$ cat config.mk
export PLATFORM = sky130hd
export DESIGN_NAME = smm_restart_seq
export DESIGN_NICKNAME = d
export VERILOG_FILES = /design/src/rtl/smm_pkg.sv /design/src/rtl/smm_slot.sv /design/src/rtl/smm_seq.sv /design/src/rtl/smm_restart_seq.sv
export SDC_FILE = /design/constraint.sdc
export NUM_CORES = 1
export LEC_CHECK = 0
export BUFFER_PORTS_ARGS = -buffer_cell sky130_fd_sc_hd__buf_2
export CORE_UTILIZATION = 42
export DETAILED_ROUTE_END_ITERATION = 10
export PLACE_DENSITY = 0.9
export SETUP_SLACK_MARGIN = 0.1
export SYNTH_ARGS = -nofsm -noshare
export SYNTH_HDL_FRONTEND = slang
export SYNTH_SLANG_ARGS = --single-unit
$ cat constraint.sdc
create_clock -name clk -period 1.09 [get_ports clk]
set_input_delay 0.1635 -clock clk [delete_from_list [all_inputs] [get_ports clk]]
set_output_delay 0.1635 -clock clk [all_outputs]
set_load 0.02 [all_outputs]
$ cat src/rtl/smm_pkg.sv
package smm_pkg;
  localparam int unsigned SLOT_W   = 32;
  localparam int unsigned CODE_W   = 16;
  localparam int unsigned TRAP_BIT = 1;
  localparam logic [CODE_W-1:0] CODE_REEXEC = 16'h00FF;
  localparam logic [CODE_W-1:0] CODE_NEXT   = 16'h0000;

  typedef enum logic [2:0] {
    ST_RUN    = 3'd0,
    ST_SMM    = 3'd1,
    ST_POST   = 3'd2,
    ST_REEXEC = 3'd3,
    ST_ADV    = 3'd4,
    ST_DBG    = 3'd5
  } seq_state_e;
endpackage

$ cat src/rtl/smm_slot.sv
module smm_slot
  import smm_pkg::*;
#(
  parameter int unsigned CW = CODE_W
) (
  input  logic          clk,
  input  logic          rst_n,
  input  logic          clr,
  input  logic          wr_en,
  input  logic [CW-1:0] wdata,
  input  logic          trap_ok,
  output logic [CW-1:0] code,
  output logic          err
);
  localparam logic [CW-1:0] ZERO = '0;

  logic [CW-1:0] code_q, code_d;
  logic          err_q, err_d;
  logic          bad_wr;

  assign bad_wr = wr_en && (wdata == CODE_REEXEC[CW-1:0]) && !trap_ok;

  always_comb begin
    code_d = code_q;
    err_d  = err_q;
    if (clr) begin
      code_d = ZERO;
    end else if (bad_wr) begin
      err_d = 1'b1;
    end else if (wr_en) begin
      code_d = wdata;
    end
  end

  always_ff @(posedge clk or negedge rst_n) begin
    if (!rst_n) begin
      code_q <= ZERO;
      err_q  <= 1'b0;
    end else begin
      code_q <= code_d;
      err_q  <= err_d;
    end
  end

  assign code = code_q;
  assign err  = err_q;

  AST_BAD_WRITE_DROPPED: assert property (@(posedge clk) disable iff (!rst_n)
    (bad_wr && !clr) |=> (err && code != CODE_REEXEC[CW-1:0]));

  AST_CLEAR_ON_ENTRY: assert property (@(posedge clk) disable iff (!rst_n)
    clr |=> (code == ZERO));
endmodule

$ cat src/rtl/smm_seq.sv
module smm_seq
  import smm_pkg::*;
(
  input  logic clk,
  input  logic rst_n,
  input  logic smi_req,
  input  logic io_trap,
  input  logic io_valid,
  input  logic dbg_hit,
  input  logic rsm,
  input  logic restart_armed,
  output logic in_smm,
  output logic entry,
  output logic trap_valid,
  output logic reexec_p,
  output logic adv_p,
  output logic dbg_p
);
  seq_state_e state_q, state_d;
  logic tv_q, tv_d;
  logic prst_q, prst_d;
  logic pdbg_q, pdbg_d;

  always_comb begin
    state_d = state_q;
    tv_d    = tv_q;
    prst_d  = prst_q;
    pdbg_d  = pdbg_q;
    entry   = 1'b0;
    unique case (state_q)
      ST_RUN: begin
        if (smi_req) begin
          state_d = ST_SMM;
          entry   = 1'b1;
          tv_d    = io_trap && io_valid;
          pdbg_d  = dbg_hit;
          prst_d  = 1'b0;
        end
      end
      ST_SMM: begin
        if (rsm) begin
          state_d = ST_POST;
          prst_d  = prst_q || restart_armed;
        end
      end
      ST_POST: begin
        if (smi_req) begin
          state_d = ST_SMM;
          entry   = 1'b1;
          tv_d    = 1'b0;
        end else if (prst_q) begin
          state_d = ST_REEXEC;
        end else begin
          state_d = ST_ADV;
        end
      end
      ST_REEXEC: begin
        prst_d  = 1'b0;
        state_d = pdbg_q ? ST_DBG : ST_RUN;
      end
      ST_ADV: begin
        state_d = pdbg_q ? ST_DBG : ST_RUN;
      end
      ST_DBG: begin
        pdbg_d  = 1'b0;
        state_d = ST_RUN;
      end
      default: state_d = ST_RUN;
    endcase
  end

  always_ff @(posedge clk or negedge rst_n) begin
    if (!rst_n) begin
      state_q <= ST_RUN;
      tv_q    <= 1'b0;
      prst_q  <= 1'b0;
      pdbg_q  <= 1'b0;
    end else begin
      state_q <= state_d;
      tv_q    <= tv_d;
      prst_q  <= prst_d;
      pdbg_q  <= pdbg_d;
    end
  end

  assign in_smm     = (state_q == ST_SMM);
  assign trap_valid = tv_q;
  assign reexec_p   = (state_q == ST_REEXEC);
  assign adv_p      = (state_q == ST_ADV);
  assign dbg_p      = (state_q == ST_DBG);

  AST_NESTED_NO_TRAP: assert property (@(posedge clk) disable iff (!rst_n)
    (state_q == ST_POST && smi_req) |=> (in_smm && !trap_valid));

  AST_DBG_AFTER_RESUME: assert property (@(posedge clk) disable iff (!rst_n)
    dbg_p |-> $past(reexec_p || adv_p));
endmodule

$ cat src/rtl/smm_restart_seq.sv
module smm_restart_seq
  import smm_pkg::*;
(
  input  logic              clk,
  input  logic              rst_n,
  input  logic              smi_req,
  input  logic              io_trap,
  input  logic              io_valid,
  input  logic              dbg_hit,
  input  logic              slot_wr,
  input  logic [SLOT_W-1:0] slot_wdata,
  input  logic              rsm,
  output logic              in_smm,
  output logic [SLOT_W-1:0] slot_rdata,
  output logic [SLOT_W-1:0] trap_dw,
  output logic              wr_err,
  output logic              reexec_pulse,
  output logic              adv_pulse,
  output logic              dbg_pulse
);
  localparam int unsigned RSVD_W = SLOT_W - CODE_W;

  logic [1:0]        rst_sync_q;
  logic              rst_sn;
  logic              entry;
  logic              trap_valid;
  logic [CODE_W-1:0] code;
  logic              unused_rsvd;

  always_ff @(posedge clk or negedge rst_n) begin
    if (!rst_n) rst_sync_q <= 2'b00;
    else        rst_sync_q <= {rst_sync_q[0], 1'b1};
  end
  assign rst_sn = rst_sync_q[1];

  assign unused_rsvd = ^slot_wdata[SLOT_W-1:CODE_W];

  smm_seq u_seq (
    .clk           (clk),
    .rst_n         (rst_sn),
    .smi_req       (smi_req),
    .io_trap       (io_trap),
    .io_valid      (io_valid),
    .dbg_hit       (dbg_hit),
    .rsm           (rsm),
    .restart_armed (code == CODE_REEXEC),
    .in_smm        (in_smm),
    .entry         (entry),
    .trap_valid    (trap_valid),
    .reexec_p      (reexec_pulse),
    .adv_p         (adv_pulse),
    .dbg_p         (dbg_pulse)
  );

  smm_slot #(.CW(CODE_W)) u_slot (
    .clk     (clk),
    .rst_n   (rst_sn),
    .clr     (entry),
    .wr_en   (slot_wr && in_smm),
    .wdata   (slot_wdata[CODE_W-1:0]),
    .trap_ok (trap_valid),
    .code    (code),
    .err     (wr_err)
  );

  assign slot_rdata = {{RSVD_W{1'b0}}, code};

  always_comb begin
    trap_dw           = '0;
    trap_dw[TRAP_BIT] = trap_valid;
  end

  AST_ENTRY_NEEDS_REQ: assert property (@(posedge clk) disable iff (!rst_sn)
    $rose(in_smm) |-> $past(smi_req));

  AST_ENTRY_SLOT_ZERO: assert property (@(posedge clk) disable iff (!rst_sn)
    $rose(in_smm) |-> (slot_rdata == '0));
endmodule

* Word-level counts from Yosys, hierarchy flattened *
Cells that the tools add are included.

word-level totals
  bits in registers = 25
  output and inout port bits = 69

operators by class
  equality and inequality tests = 11
  mux-type cells = 18
  bitwise gates (word level) = 1
  reduce and logical (&&, ||, !) cells = 19

operators with widths
  kind                                                              count
  16-bit two-way mux                                                3
  16-bit by 8-bit == test with 1-bit output, second input constant  2
  3-bit two-way mux                                                 5
  3-bit one-hot mux with 4 select lines                             1
  2-bit != test, second input constant                              4
  2-bit AND reduction                                               4
  3-bit by 2-bit == test with 1-bit output, second input constant   2
  3-bit == test, second input constant                              2
  1-bit two-way mux                                                 6
  3-bit AND reduction                                               2
  2-bit nonzero test                                                3
  1-bit logical AND                                                 4
  1-bit one-hot mux with 2 select lines                             2
  2-bit OR reduction                                                2
  3-bit by 1-bit == test with 1-bit output, second input constant   1
  3-bit logical NOT                                                 1
  1-bit one-hot mux with 3 select lines                             1
  3-bit nonzero test                                                1
  1-bit logical NOT                                                 1
  1-bit logical OR                                                  1
  1-bit inverter                                                    1

* Logic depth before layout (Yosys ltp) *
  depth after elaboration = 6
  mapped depth = 6
  depth with buffers taken out = 4

* Hierarchy *
From an unflattened synthesis, not the netlist that was laid out.

second synthesis, totals
  cell total of the unflattened synthesis = 185
  area total of the unflattened synthesis = 1793.0 sq um

by module, submodules not included
  module           instances  cells an instance  area an instance (sq um)  seq. area each (sq um)
  smm_slot         1          84                 918.4                     425.4
  smm_restart_seq  1          58                 474.2                     50.0
  smm_seq          1          43                 400.4                     150.1

* Worst setup path before layout *
OpenSTA, ideal clock, no wires.

  path type = register to register
  start = reg u_seq.state_q[2]
  end = reg u_slot.code_q[10], in the netlist u_slot.code[10]
  library setup time = 0.125 ns
  arrival = 1.528 ns
  required time = 0.965 ns
  setup slack = -0.563 ns
  cell stages (with the launch flop) = 6
  buffers on the path = 1
  period minus slack after synthesis = 1.653 ns
  cell sequence = dfrtp_1 > and4bb_1 > nand4b_2 > o21ai_4 > buf_12 > mux2_4

on the way
  longest elaborated chain between the ends = 6
  elaborated cells between the ends (all ways) = 12
  those cells by class = 3 x eq/ne; 2 x mux; 7 x reduce/logical

ends and longest elaborated chain
  what                                      RTL line               source
  from (decl)                               smm_seq.sv:19          seq_state_e state_q, state_d;
  from (signal assigned)                    smm_seq.sv:79          state_q <= state_d;
  3-bit by 1-bit == test with 1-bit output  smm_seq.sv:86          assign in_smm = (state_q == ST_SMM);
  1-bit logical AND                         smm_restart_seq.sv:59  .wr_en (slot_wr && in_smm),
  1-bit logical AND (2 in series)           smm_slot.sv:21         assign bad_wr = wr_en && (wdata == CODE_REEXEC[CW-1:0]) && !trap_ok;
  2-bit != test (no source line)            --
  2-bit AND reduction (no source line)      --
  to (signal assigned)                      smm_slot.sv:40         code_q <= code_d;
  to (decl)                                 smm_slot.sv:17         logic [CW-1:0] code_q, code_d;

Several ways; a longest one is shown, not always the timed one.
A chain may end at the register's enable or synchronous reset.

* Worst setup path after layout *
  start = reg u_seq.state_q[1]
  end = reg u_slot.code_q[0], in the netlist u_slot.code[0]

Same word-level chain as after synthesis.

==> results by group <==
Clocking
  – CTS Buf Count: 3
  – CTS tree: done
  – Clock Path Buffers: 2
  – CTS HTree Levels: 1
  – CTS sink cnt: 25
  – CTS root buf: clkbuf_8
  – Insertion delay to the later sink of the worst-skew pair: 0.28 ns
  – Worst-path clk slew: 0.10 ns

Critical path
  – R2R setup slack: -0.56 ns
  – Worst path arrival time: 1.82 ns
  – Worst Path Class, Setup: reg2reg
  – Crit path max fanout: 5
  – Critical path's slowest cell: dfrtp_1
  – CP Launch Type: flop
  – Worst Path Required: 1.26 ns
  – CP Cell Sequence: and4bb_2 > nand4b_4 > o21ai_4 > buf_6 > mux2_4
  – Crit. path cell count: 5
  – FF-to-FF path depth: 5
  – Worst r2r src: u_seq.state_q[1]$_DFFE_PN0P_
  – Worst path bufs/invs: 1
  – Worst path max stage delay: 0.39 ns
  – Crit path max-delay family: simple AND/OR/NAND/NOR gates
  – CP Capture Type: flop
  – Reg2reg end: u_slot.code[0]$_DFFE_PN0P_

Layout
  – Final cell count without fillers: 304
  – NumNets Final: 297
  – FF/Latch Area: 626 sq um
  – Fillers: 313
  – Synthesis-to-layout area growth: 50.0%
  – Share of cells above drive strength 1: 53.1%
  – # diodes: 0
  – Multi-input logic area: 987 sq um
  – Post-route design area: 2540 sq um

Die
  – CORE AREA: 3770 sq um
  – DIE HEIGHT: 65.5 um
  – Io pins: 109
  – Initial core utilization: 44.9%
  – Die span in x: 65.5 um
  – Die ar.: 4290 sq um
  – Rows: 22

Global route
  – First-pass GRT wire length: 6.77 mm
  – Tot GR Track Use: 21.3%
  – Largest net degree at the start of global routing: 24
  – Initial antenna violation count: 0
  – GRT overflow: 0
  – Vias in the first global route: 1336

Pwr
  – Peak supply drop: 1.38 mV
  – Power per cell area: 2750 nW/um^2
  – Clock power share: 8.4%
  – Static leakage: 1.29 nW
  – Comb pwr share: 68.0%
  – Power share of the sequential group: 23.6%
  – Net load switching power: 2.74 mW
  – Internal Power: 4.23 mW
  – Net Sw Frac: 39.3%

Timing
  – Layout Skew: 0.00628 ns
  – Min Tclk post-route: 1.65 ns
  – Setup TNS: -11.51 ns
  – Hold Fails Final Rpt: 0
  – Fin crit share: 151%
  – RSZ-0062 raised after global routing: true
  – Fmax: 608 MHz
  – # setup viols final: 33
  – Slack of the critical path: -0.555 ns
  – Hold slack: 0.135 ns
  – Max-slew violation count: 0

Synth
  – Ys Warns: 0
  – Netlist cell types: 38
  – Syn Area/Cell: 10.2 sq um
  – Synth Instances: 166
  – Sequential-to-total area share from yosys stat: 37.0%
  – Syn Std Cell Area: 1690 sq um
  – Synthesized flop and latch total: 25
  – Post-synth EDFFs: 0
  – Top_reg_cell synth: dfrtp_1
  – Ys async rst share: 100%

Drt
  – Routed WL: 4.52 mm
  – Drt first pass iters: 4
  – DR WL/cell: 14.9 um
  – Drt via density: 4.65
  – Routed Antenna Nets: 0
  – DR vias: 1414
  – DRC Markers: 0
  – 1st-iter DRT viols: 93

Place
  – Final RePlAce weighted congestion: 0.771
  – Placed cells: 275
  – Dpl hpwl: 2.74 mm
  – DP Area: 1980 sq um
  – IO Port Bufs: 45

Min path
  – Worst hold-check path type: in2reg
  – Worst Hold Launch: io_valid
  – Hold endpoint: u_seq.trap_valid$_DFFE_PN0P_
  – WHS Path Cells: 3

Run status
  – Failing checks: negative setup slack
  – Status: finished, violations left

Flow run
  – Max cap viols: 0
[tightest hold or removal path: cells and delay by family]
family	cells	cell delay [ns]
compound gates	1	0.08
buf+inv	1	0.07
simple gates	1	0.06
[cell usage after synthesis (2+ instances only)]
cell | count | area share (%)
conb_1 | 2 | 0.44
dfrtp_1 | 25 | 37
nor2_1 | 7 | 1.6
o21ai_0 | 6 | 1.8
mux2_2 | 6 | 4.0
mux2_4 | 9 | 8.0
nor4b_1 | 2 | 1.0
buf_4 | 49 | 22
nand2_1 | 5 | 1.1
a21oi_1 | 5 | 1.5
clkbuf_1 | 3 | 0.67
inv_1 | 3 | 0.67
nand2b_1 | 2 | 0.74
nand4_1 | 3 | 1.1
nor2b_1 | 16 | 5.9
[power by group through the flow]
stage          Sequential [mW]  Clock [mW]  Combinational [mW]
6_report                  1.64       0.585                4.74
5_1_grt                   1.66       0.638                5.00
4_1_cts                   1.62       0.592                4.44
3_5_place_dp              1.58           0                3.03
3_3_place_gp              1.55           0                2.95
2_1_floorplan             1.89           0                1.89
[how the worst max path moves through the flow]
stage	slack (ns)	to	startpoint
global placement	-0.55	u_slot.code[14]$_DFFE_PN0P_	slot_wdata[14]
floorplan	-0.56	u_slot.code[10]$_DFFE_PN0P_	u_seq.state_q[2]$_DFFE_PN0P_
detailed placement	-0.67	u_slot.code[0]$_DFFE_PN0P_	slot_wdata[14]
CTS	-0.59	u_slot.code[10]$_DFFE_PN0P_	u_seq.state_q[1]$_DFFE_PN0P_
finish	-0.56	u_slot.code[0]$_DFFE_PN0P_	u_seq.state_q[1]$_DFFE_PN0P_
global route	-0.60	u_slot.code[0]$_DFFE_PN0P_	u_seq.state_q[1]$_DFFE_PN0P_
[layout make-up]
type                            instances  share of cell area [%]
Clock inverter                          1                   0.296
Timing Repair Buffer                   93                    31.6
Inverter                                3                   0.542
Multi-Input combinational cell        131                    38.9
Clock buffer                            3                    1.63
Tap cell                               48                    2.37
Sequential cell                        25                    24.7
[kinds of logic (layout without fill, tap and decap cells)]
family / count (synthesis) / in the layout / share of synthesized area [%]
buf+inv: 57 / 100 / 24.6
mux: 15 / 15 / 12.0
simple gates: 47 / 48 / 18.0
flops: 25 / 25 / 37.0
compound gates: 20 / 20 / 8.06
other cells: 2 / 48 / 0.444
[cell usage in the layout (no fill, tap or decap), types with 2 or more instances in the layout]
cell	Yosys	final
conb_1	2	48
buf_6	0	35
buf_4	49	31
dfrtp_1	25	25
buf_2	1	23
nor2b_1	16	15
mux2_4	9	15
nor2_4	0	4
nand2_1	5	4
o21ai_0	6	4
and2_4	0	3
nor2_1	7	3
nand4_1	3	3
clkbuf_8	0	3
a21oi_4	0	2
a21oi_1	5	2
buf_8	0	2
[layer usage]
metal	wire length (um)	global-route usage (%)	vias to the layer above	share of wire (%)
met4	23	3.80	0	0.51
met3	220	4.69	4	4.9
met5	0	0	-	0
li1	-	-	649	-
met2	2480	37.4	66	55
met1	1790	26.8	695	40
[sequential cells by signal (all words and copies together), names as in the netlist]
signal            flops
u_seq.pdbg_q          1
u_slot.code          16
rst_sync_q            2
u_seq.trap_valid      1
u_seq.prst_q          1
u_slot.err            1
u_seq.state_q         3
[timing repair]
item | 4_1_cts | 5_1_grt
pin swaps | 8 | 11
hold buffers | 1 | 0
buffers inserted | 16 | 9
endpoints found under the hold margin | 2 | 0
gates cloned | 2 | 0
endpoints found under the setup margin | 45 | 45
gates resized for setup | 80 | 13
[metrics by stage]
step,power [mW],util [%],setup WS (ns)
final,6.97,67.3,-0.555
after global routing,7.30,67.3,-0.602
after CTS,6.65,65.0,-0.589
after detailed placement,4.61,52.6,-0.670
after global placement,4.49,52.6,-0.550
after floorplan,3.78,-,-0.563
(Power assumes the default switching activity.)
